--- src/rtl/ctr_slot_alloc_pkg.sv ---
package ctr_slot_alloc_pkg;

    localparam int          CODE_BITS  = 12;
    localparam int          GROUP_BITS = 4;
    localparam logic [7:0]  CYCLE_CODE = 8'hFE;

    typedef enum logic [1:0] {
        KIND_GENERAL = 2'd0,
        KIND_CYCLE   = 2'd1,
        KIND_BAD     = 2'd2
    } req_kind_e;

endpackage

--- src/rtl/ctr_slot_alloc_decode.sv ---
module ctr_slot_alloc_decode
    import ctr_slot_alloc_pkg::*;
#(
    parameter int ID_W       = 16,
    parameter int NUM_GROUPS = 8,
    localparam int GRP_W     = $clog2(NUM_GROUPS)
) (
    input  logic [ID_W-1:0]  event_id,
    output req_kind_e        kind,
    output logic [GRP_W-1:0] group
);

    logic [GROUP_BITS-1:0] nibble;
    logic                  upper_set;

    assign nibble = event_id[GROUP_BITS-1:0];
    assign group  = nibble[GRP_W-1:0];

    always_comb begin
        upper_set = 1'b0;
        for (int b = CODE_BITS; b < ID_W; b++) begin
            if (event_id[b]) upper_set = 1'b1;
        end
    end

    always_comb begin
        if (!upper_set && event_id[CODE_BITS-1:8] == '0 && event_id[7:0] == CYCLE_CODE) begin
            kind = KIND_CYCLE;
        end else if (upper_set || ({1'b0, nibble} >= (GROUP_BITS+1)'(NUM_GROUPS))) begin
            kind = KIND_BAD;
        end else begin
            kind = KIND_GENERAL;
        end
    end

endmodule

--- src/rtl/ctr_slot_alloc_pick.sv ---
module ctr_slot_alloc_pick #(
    parameter int N     = 8,
    parameter int OUT_W = 4
) (
    input  logic [N-1:0]     busy,
    output logic             found,
    output logic [OUT_W-1:0] index
);

    always_comb begin
        found = 1'b0;
        index = '0;
        for (int i = N - 1; i >= 0; i--) begin
            if (!busy[i]) begin
                found = 1'b1;
                index = OUT_W'(i);
            end
        end
    end

endmodule

--- src/rtl/ctr_slot_alloc.sv ---
module ctr_slot_alloc
    import ctr_slot_alloc_pkg::*;
#(
    parameter int  EVT_CTRS   = 8,
    parameter int  NUM_GROUPS = 8,
    parameter int  ID_W       = 16,
    localparam int NUM_SLOTS  = EVT_CTRS + 1,
    localparam int IDX_W      = $clog2(NUM_SLOTS)
) (
    input  logic                  clk,
    input  logic                  rst_n,
    input  logic                  req_valid,
    input  logic [ID_W-1:0]       req_event,
    input  logic                  rel_valid,
    input  logic [IDX_W-1:0]      rel_slot,
    output logic                  rsp_valid,
    output logic                  rsp_grant,
    output logic                  rsp_reject,
    output logic [IDX_W-1:0]      rsp_slot,
    output logic [NUM_SLOTS-1:0]  used_slots,
    output logic [NUM_GROUPS-1:0] used_groups
);

    localparam int GRP_W  = $clog2(NUM_GROUPS);
    localparam int CYC_IX = EVT_CTRS;

    typedef struct packed {
        logic [NUM_SLOTS-1:0]            slots;
        logic [NUM_GROUPS-1:0]           groups;
        logic [EVT_CTRS-1:0][GRP_W-1:0]  slot_grp;
        logic                            valid;
        logic                            grant;
        logic                            reject;
        logic [IDX_W-1:0]                idx;
    } state_t;

    state_t s_q, s_d;

    req_kind_e        kind;
    logic [GRP_W-1:0] req_grp;
    logic             free_found;
    logic [IDX_W-1:0] free_idx;
    logic             rel_ok;

    ctr_slot_alloc_decode #(
        .ID_W       (ID_W),
        .NUM_GROUPS (NUM_GROUPS)
    ) u_decode (
        .event_id (req_event),
        .kind     (kind),
        .group    (req_grp)
    );

    ctr_slot_alloc_pick #(
        .N     (EVT_CTRS),
        .OUT_W (IDX_W)
    ) u_pick (
        .busy  (s_q.slots[EVT_CTRS-1:0]),
        .found (free_found),
        .index (free_idx)
    );

    assign rel_ok = rel_valid
                 && ({1'b0, rel_slot} < (IDX_W+1)'(NUM_SLOTS))
                 && s_q.slots[rel_slot];

    always_comb begin
        s_d        = s_q;
        s_d.valid  = req_valid;
        s_d.grant  = 1'b0;
        s_d.reject = 1'b0;
        s_d.idx    = '0;

        // release, judged on the registered state
        if (rel_ok) begin
            s_d.slots[rel_slot] = 1'b0;
            for (int i = 0; i < EVT_CTRS; i++) begin
                if (rel_slot == IDX_W'(i)) begin
                    s_d.groups[s_q.slot_grp[i]] = 1'b0;
                end
            end
        end

        // request, also judged on the registered state
        if (req_valid) begin
            unique case (kind)
                KIND_BAD: begin
                    s_d.reject = 1'b1;
                end
                KIND_CYCLE: begin
                    if (!s_q.slots[CYC_IX]) begin
                        s_d.grant         = 1'b1;
                        s_d.idx           = IDX_W'(CYC_IX);
                        s_d.slots[CYC_IX] = 1'b1;
                    end
                end
                default: begin
                    if (free_found && !s_q.groups[req_grp]) begin
                        s_d.grant             = 1'b1;
                        s_d.idx               = free_idx;
                        s_d.slots[free_idx]   = 1'b1;
                        s_d.groups[req_grp]   = 1'b1;
                        for (int i = 0; i < EVT_CTRS; i++) begin
                            if (free_idx == IDX_W'(i)) s_d.slot_grp[i] = req_grp;
                        end
                    end
                end
            endcase
        end
    end

    always_ff @(posedge clk) begin
        if (!rst_n) begin
            s_q <= '0;
        end else begin
            s_q <= s_d;
        end
    end

    assign rsp_valid   = s_q.valid;
    assign rsp_grant   = s_q.grant;
    assign rsp_reject  = s_q.reject;
    assign rsp_slot    = s_q.idx;
    assign used_slots  = s_q.slots;
    assign used_groups = s_q.groups;

endmodule

--- config.mk ---
export PLATFORM = sky130hd
export DESIGN_NAME = ctr_slot_alloc
export DESIGN_NICKNAME = d
export VERILOG_FILES = /design/src/rtl/ctr_slot_alloc_pkg.sv /design/src/rtl/ctr_slot_alloc_decode.sv /design/src/rtl/ctr_slot_alloc_pick.sv /design/src/rtl/ctr_slot_alloc.sv
export SDC_FILE = /design/constraint.sdc
export NUM_CORES = 1
export LEC_CHECK = 0
export ABC_AREA = 0
export BUFFER_PORTS_ARGS = -buffer_cell sky130_fd_sc_hd__buf_4
export CAP_MARGIN = 20
export CORE_ASPECT_RATIO = 1.5
export CORE_UTILIZATION = 35
export DETAILED_ROUTE_END_ITERATION = 12
export GPL_TIMING_DRIVEN = 0
export MAX_ROUTING_LAYER = met4
export SLEW_MARGIN = 20
export SYNTH_ARGS = -nofsm -noshare
export SYNTH_HDL_FRONTEND = slang
export SYNTH_SLANG_ARGS = --single-unit
export TNS_END_PERCENT = 30
--- constraint.sdc ---
create_clock -name clk -period 2.8 [get_ports clk]
set_clock_uncertainty 0.15 [all_clocks]
set_input_delay 0.56 -clock clk [delete_from_list [all_inputs] [get_ports clk]]
set_output_delay 0.56 -clock clk [all_outputs]
set_load 0.02 [all_outputs]
======== Word level (Yosys, flattened, before mapping) ========
Cells that the tools add are included.
word-level totals
  register bits ........................... 48
  output and inout port bits .............. 24
  word-level logic and storage cells ...... 192
operators by class
  magnitude comparators ................... 24
  equality and inequality tests ........... 17
  mux-type cells .......................... 84
  bitwise gates (word level) .............. 21
  reductions and logical operators ........ 32
operators with widths
  operator                                                                      count
  8-bit 2-to-1 mux                                                              15
  41-bit 2-to-1 mux                                                             2
  8-bit bitwise AND                                                             8
  8-bit inverter                                                                8
  3-bit 2-to-1 mux                                                              16
  40-bit 2-to-1 mux                                                             1
  3-bit by 4-bit less-than comparator with 1-bit output, second input constant  9
  4-bit by 3-bit equality test with 1-bit output, second input constant         8
  4-bit AND reduction                                                           8
  1-bit 2-to-1 mux                                                              29
  1-bit demux with 3-bit select                                                 9
  3-bit by 1-bit >= comparator with 1-bit output, second input constant         9
  17-bit 2-to-1 mux                                                             1
  4-bit by 2-bit equality test with 1-bit output, second input constant         4
  1-bit logical AND                                                             16
  4-bit zero test                                                               3
  4-bit by 5-bit less-than comparator with 1-bit output, second input constant  2
  9-bit bitwise AND                                                             1
  9-bit inverter                                                                1
  9-bit bitwise OR                                                              1
  1-bit demux with 4-bit select                                                 2
  4-bit by 1-bit equality test with 1-bit output, second input constant         2
  8-bit equality test, second input constant                                    1
  4-bit by 1-bit >= comparator with 1-bit output, second input constant         2
  other kinds (16)                                                              20

======== Logic depth before layout (Yosys ltp) ========
  depth in word-level cells ............... 33
  depth in mapped cells ................... 8
  mapped depth without buffers ............ 5

======== By module ========
From an unflattened synthesis, not the netlist that was laid out.
second synthesis, totals
  cells, all modules ...................... 374
  area, all modules ....................... 3,226.8 µm²
by module, submodules not included
  module                 times used  cells each  area an instance (µm²)
  ctr_slot_alloc         1           345         3,055.4
  ctr_slot_alloc_pick    1           18          90.1
  ctr_slot_alloc_decode  1           11          81.3

======== Least setup slack after synthesis ========
No wires, ideal clock.
  kind .................................... input-to-reg
  start point ............................. input req_event[14]
  end point ............................... register s_q[28] in the netlist's numbering
  arrival time ............................ 2.463 ns
  required time ........................... 2.577 ns
  setup slack ............................. 0.114 ns
  stages .................................. 5
  path through ............................ or4_4 > or4b_4 > a2111oi_4 > nor3b_4 > mux2i_1
between the ends
  cells in the longest elaborated chain, start to end .. 10
RTL lines
  what                                                                                   RTL line                     text
  start, declared                                                                        ctr_slot_alloc.sv:13         input logic [ID_W-1:0] req_event,
  1-bit 2-to-1 mux * (2 in a row)                                                        ctr_slot_alloc_decode.sv:22  if (event_id[b]) upper_set = 1'b1;
  1-bit zero test                                                                        ctr_slot_alloc_decode.sv:27  if (!upper_set && event_id[CODE_BITS-1:8] == '0 && event_id[7:0] == CYCLE_CODE) begin
  1-bit logical AND (2 in a row)                                                         ctr_slot_alloc_decode.sv:27
  2-bit 2-to-1 mux *                                                                     ctr_slot_alloc_decode.sv:27
  2-bit by 1-bit equality test with 1-bit output or 2-bit equality test (tied branches)  ctr_slot_alloc.sv:86         unique case (kind)
  2-bit OR reduction (no line) *                                                         -
  1-bit inverter (no line) *                                                             -
  4-bit AND reduction (no line) *                                                        -
  end signal, assigned                                                                   ctr_slot_alloc.sv:114        s_q <= '0;
  end signal, assigned                                                                   ctr_slot_alloc.sv:116        s_q <= s_d;
  end, declared                                                                          ctr_slot_alloc.sv:37         state_t s_q, s_d;
Mark *: on every way between the ends. The rest lies on a longest branch, timed or not.
A chain may end at the register's enable or synchronous reset.

======== Worst setup path after layout ========
  start point ............................. input rel_slot[1]
  end point ............................... register s_q, in the netlist used_groups[6]
between the ends
  cells in the longest elaborated chain, start to end .. 28
RTL lines
  what                         RTL line              text
  start, declared              ctr_slot_alloc.sv:15  input logic [IDX_W-1:0] rel_slot,
  4-bit zero test              ctr_slot_alloc.sv:78  if (rel_slot == IDX_W'(i)) begin
  8-bit 2-to-1 mux             ctr_slot_alloc.sv:78
  8-bit 2-to-1 mux             ctr_slot_alloc.sv:75  if (rel_ok) begin
  8-bit bitwise AND (no line)  -
  8-bit 2-to-1 mux             ctr_slot_alloc.sv:78
  8-bit 2-to-1 mux             ctr_slot_alloc.sv:75
  8-bit bitwise AND (no line)  -
  8-bit 2-to-1 mux             ctr_slot_alloc.sv:78
  [12 not listed]              -
  8-bit 2-to-1 mux             ctr_slot_alloc.sv:75
  8-bit bitwise AND (no line)  -
  8-bit 2-to-1 mux             ctr_slot_alloc.sv:78
  17-bit 2-to-1 mux *          ctr_slot_alloc.sv:75
  8-bit bitwise OR (no line)   -
  41-bit 2-to-1 mux            ctr_slot_alloc.sv:98  if (free_found && !s_q.groups[req_grp]) begin
  40-bit 2-to-1 mux            ctr_slot_alloc.sv:86
  41-bit 2-to-1 mux *          ctr_slot_alloc.sv:85  if (req_valid) begin
Mark *: on every way between the ends. The rest lies on a longest branch, timed or not. The select of a mux whose other input is x is not followed.

==> results.md <==
- Max Clock Freq: ~370 MHz
- Initial antenna violation count: 0
- Mean post-synth cell area: between 8 and 9 um^2
- Final setup viols: 0
- Area growth, synth to finish: 21.6%
- Port Buffers: 46
- Placed cell count: roughly 540
- Initial Util: 0.362
- Worst Setup Slack, final: just over 0.07 ns
- CP arrival: between 2 and 3 ns
- Hold_buf cts: 0
- Synth top area share: 0.301
- Vias: 3211
- DR DRC count: 0
- Die width: 80.0 um
- Multi-input gate area: 1960 um^2
- Top cells by area, synth: dfxtp_1, mux2i_1, nand2_1
- Crit path time final: about 2.7 ns
- Count of cell types in the netlist: between 50 and 60
- Area post-placement: around 3700 um^2
- CTS H-Tree Depth: 2
- Pre-CTS worst setup slack: -0.447 ns
- Crit Path Category: primary input to flop
- Number of max-cap violations: 0
- Total CTS buffers: 5
- Period utilisation layout: 0.974
- Number of synthesized register bits: 48
- Clock sinks: 48
- Final hold vios: 0
- Max-slew violation count: 0
- Worst-path maximum fanout: 10
- Die ar.: 9530 um^2
- Routed Wire Length: around 11 mm
- Endpoint class of the critical path: flop
- Drt pass-1 iters: 5
- CTS tree: yes
- Seq/Total Area, Yosys: 0.301
- FF/Latch Area: 962 um^2
- Critical path cell sequence: buf_4, clkbuf_1, clkbuf_2, nor4bb_1, nand4b_1, and4_1, a32o_1, a41o_1
- Largest net degree at the start of global routing: 15
- Worst-skew pair later-pin latency: between 0.2 and 0.3 ns
- Yosys warnings: 0
- Slowest-stage cell, CP: nor4bb_1
- Hold WS: ~0.36 ns
- VDD IR-drop max: between 0.2 and 0.25 mV
- Synthesized Nets: 409
- CP max stage delay: ~0.66 ns
- Die Y: about 120 um
- Gpl congestion: about 0.97
- Mapped Area: roughly 3200 um^2
- PD cells: 411 nW/um^2
- Crit path required time: 2.84 ns
- Worst Setup Start Kind: primary input
- # IOs: 48
- Leakage power: 1.43 nW
- Core Rows: between 40 and 50
- Initial drt markers: about 200
- Diode count: 0
- Nets: ~460
- CTS Root Buffer Type: clkbuf_16
- Post-synth top area cell: dfxtp_1
- Fill cells: about 930
- Share of flip-flops with an asynchronous set or reset: 0
- Outcome: completed
- Clk buf depth: 2
- Number of synthesized flops with an enable pin: 0
- HPWL after detailed placement: about 9 mm
- Slew @ Worst Pin: about 0.8 ns
- Drt wl/cell: 20.7 um
- Worst-path clk slew: roughly 0.060 ns
- CORE AREA: slightly below 9000 um^2
- Worst path bufs/invs: 3
- Cells after Synth: just under 400
- Drt via density: slightly below 6
- Fin area: a little under 4000 um^2
- Synth Flop Type: dfxtp_1
- GRT Residual Overflow: 0
- Global-route wire length before repair: between 15 and 20 mm
- CP delay by family, top: simple AND/OR/NAND/NOR gates
- Worst slew margin: 0.467
- Post-route ant nets: 0
- Worst hold path class: primary input to flop
- Vias in the first global route: 3049
- Layout Utilization: 0.440
- Layout cells sized above 1: 0.236
- RSZ-0062 raised after global routing: yes
- Finished Layout Cells: 550
- Gr usage total: 0.253
layer usage:
layer / GRT usage / part of all wire / wire length, um / vias to the layer above
met2: 0.447 / 0.54 / 6090 / 77
met4: 0.110 / 0.040 / 454 / 0
met3: 0.0284 / 0.036 / 410 / 23
met5: - / 0 / 0 / -
li1: - / - / - / 1559
met1: 0.280 / 0.39 / 4420 / 1552
state kept, by name (all words and copies together) (netlist names):
register and cells:
s_q 24, used_slots 9, used_groups 8, rsp_slot 4, rsp_grant 1, rsp_reject 1
rsp_valid 1
timing repair:
item	in CTS	in global routing
setup endpoints to repair	22	26
setup buffers	0	2
cloned	0	0
pin swaps	0	2
gates resized for setup	5	5
cell usage after synthesis, drive strengths merged (9+ instances only):
cell and number:
nand2 52, dfxtp 48, inv 10, nor2 12
nor3 16, nand4 12, nor4b 9, buf 30
nand2b 10, nor4 11, nand3 15, clkbuf 17
mux2i 32, or4 9, o21ai 9
through the flow:
| step | setup TNS, ns | power, mW |
|---|---|---|
| finish | 0 | 1.60 |
| global route | -0.0819 | 1.66 |
| CTS | 0 | 1.61 |
| detailed placement | -10.16 | 0.926 |
| global placement | -9.15 | 0.925 |
| floorplan | 0 | 0.834 |
logic make-up after synthesis:
logic type | Yosys count | share of synthesized area
simple gates | 192 | 0.362
mux | 32 | 0.100
compound gates | 56 | 0.144
buf+inv | 57 | 0.0928
flops | 48 | 0.301
area by class of cell:
| type | count | area share |
|---|---|---|
| Multi-Input combinational cell | 280 | 0.505 |
| Sequential cell | 48 | 0.248 |
| Timing Repair Buffer | 48 | 0.0927 |
| Buffer | 46 | 0.0670 |
| Tap cell | 110 | 0.0354 |
| Clock buffer | 6 | 0.0332 |
| Inverter | 10 | 0.00966 |
| Clock inverter | 2 | 0.00901 |
placed cells by master, fill, tap and decap left out, types with 10 or more instances in the layout:
master,Yosys,final
nor3_1,16,16
inv_1,10,10
nand3_1,15,15
nor4_1,11,11
nand2b_1,10,10
mux2i_1,32,32
nor2_1,12,12
nand4_1,12,12
nand2_1,52,52
clkbuf_1,17,14
dfxtp_1,48,47
buf_4,21,69
power by group:
part	switching (mW)	total, mW	internal, mW	leakage, nW
logic	0.116	0.202	0.0860	0.966
clock network	0.264	0.685	0.421	0.0808
registers	0.0170	0.712	0.695	0.388
path summary, 6_finish.rpt:
kind         depth (start not counted)                     start                   endpoint  slack (ns)
min                                  2              req_event[1]  used_groups[4]$_SDFF_PN0_        0.36
max reg2reg                          5  used_slots[2]$_SDFF_PN0_       s_q[25]$_SDFFE_PN0P_        0.26
max                                  8               rel_slot[1]  used_groups[6]$_SDFF_PN0_        0.07
min reg2reg                          2      s_q[27]$_SDFFE_PN0P_       s_q[27]$_SDFFE_PN0P_        0.37
No activity file was read; power rests on OpenSTA's default activity.
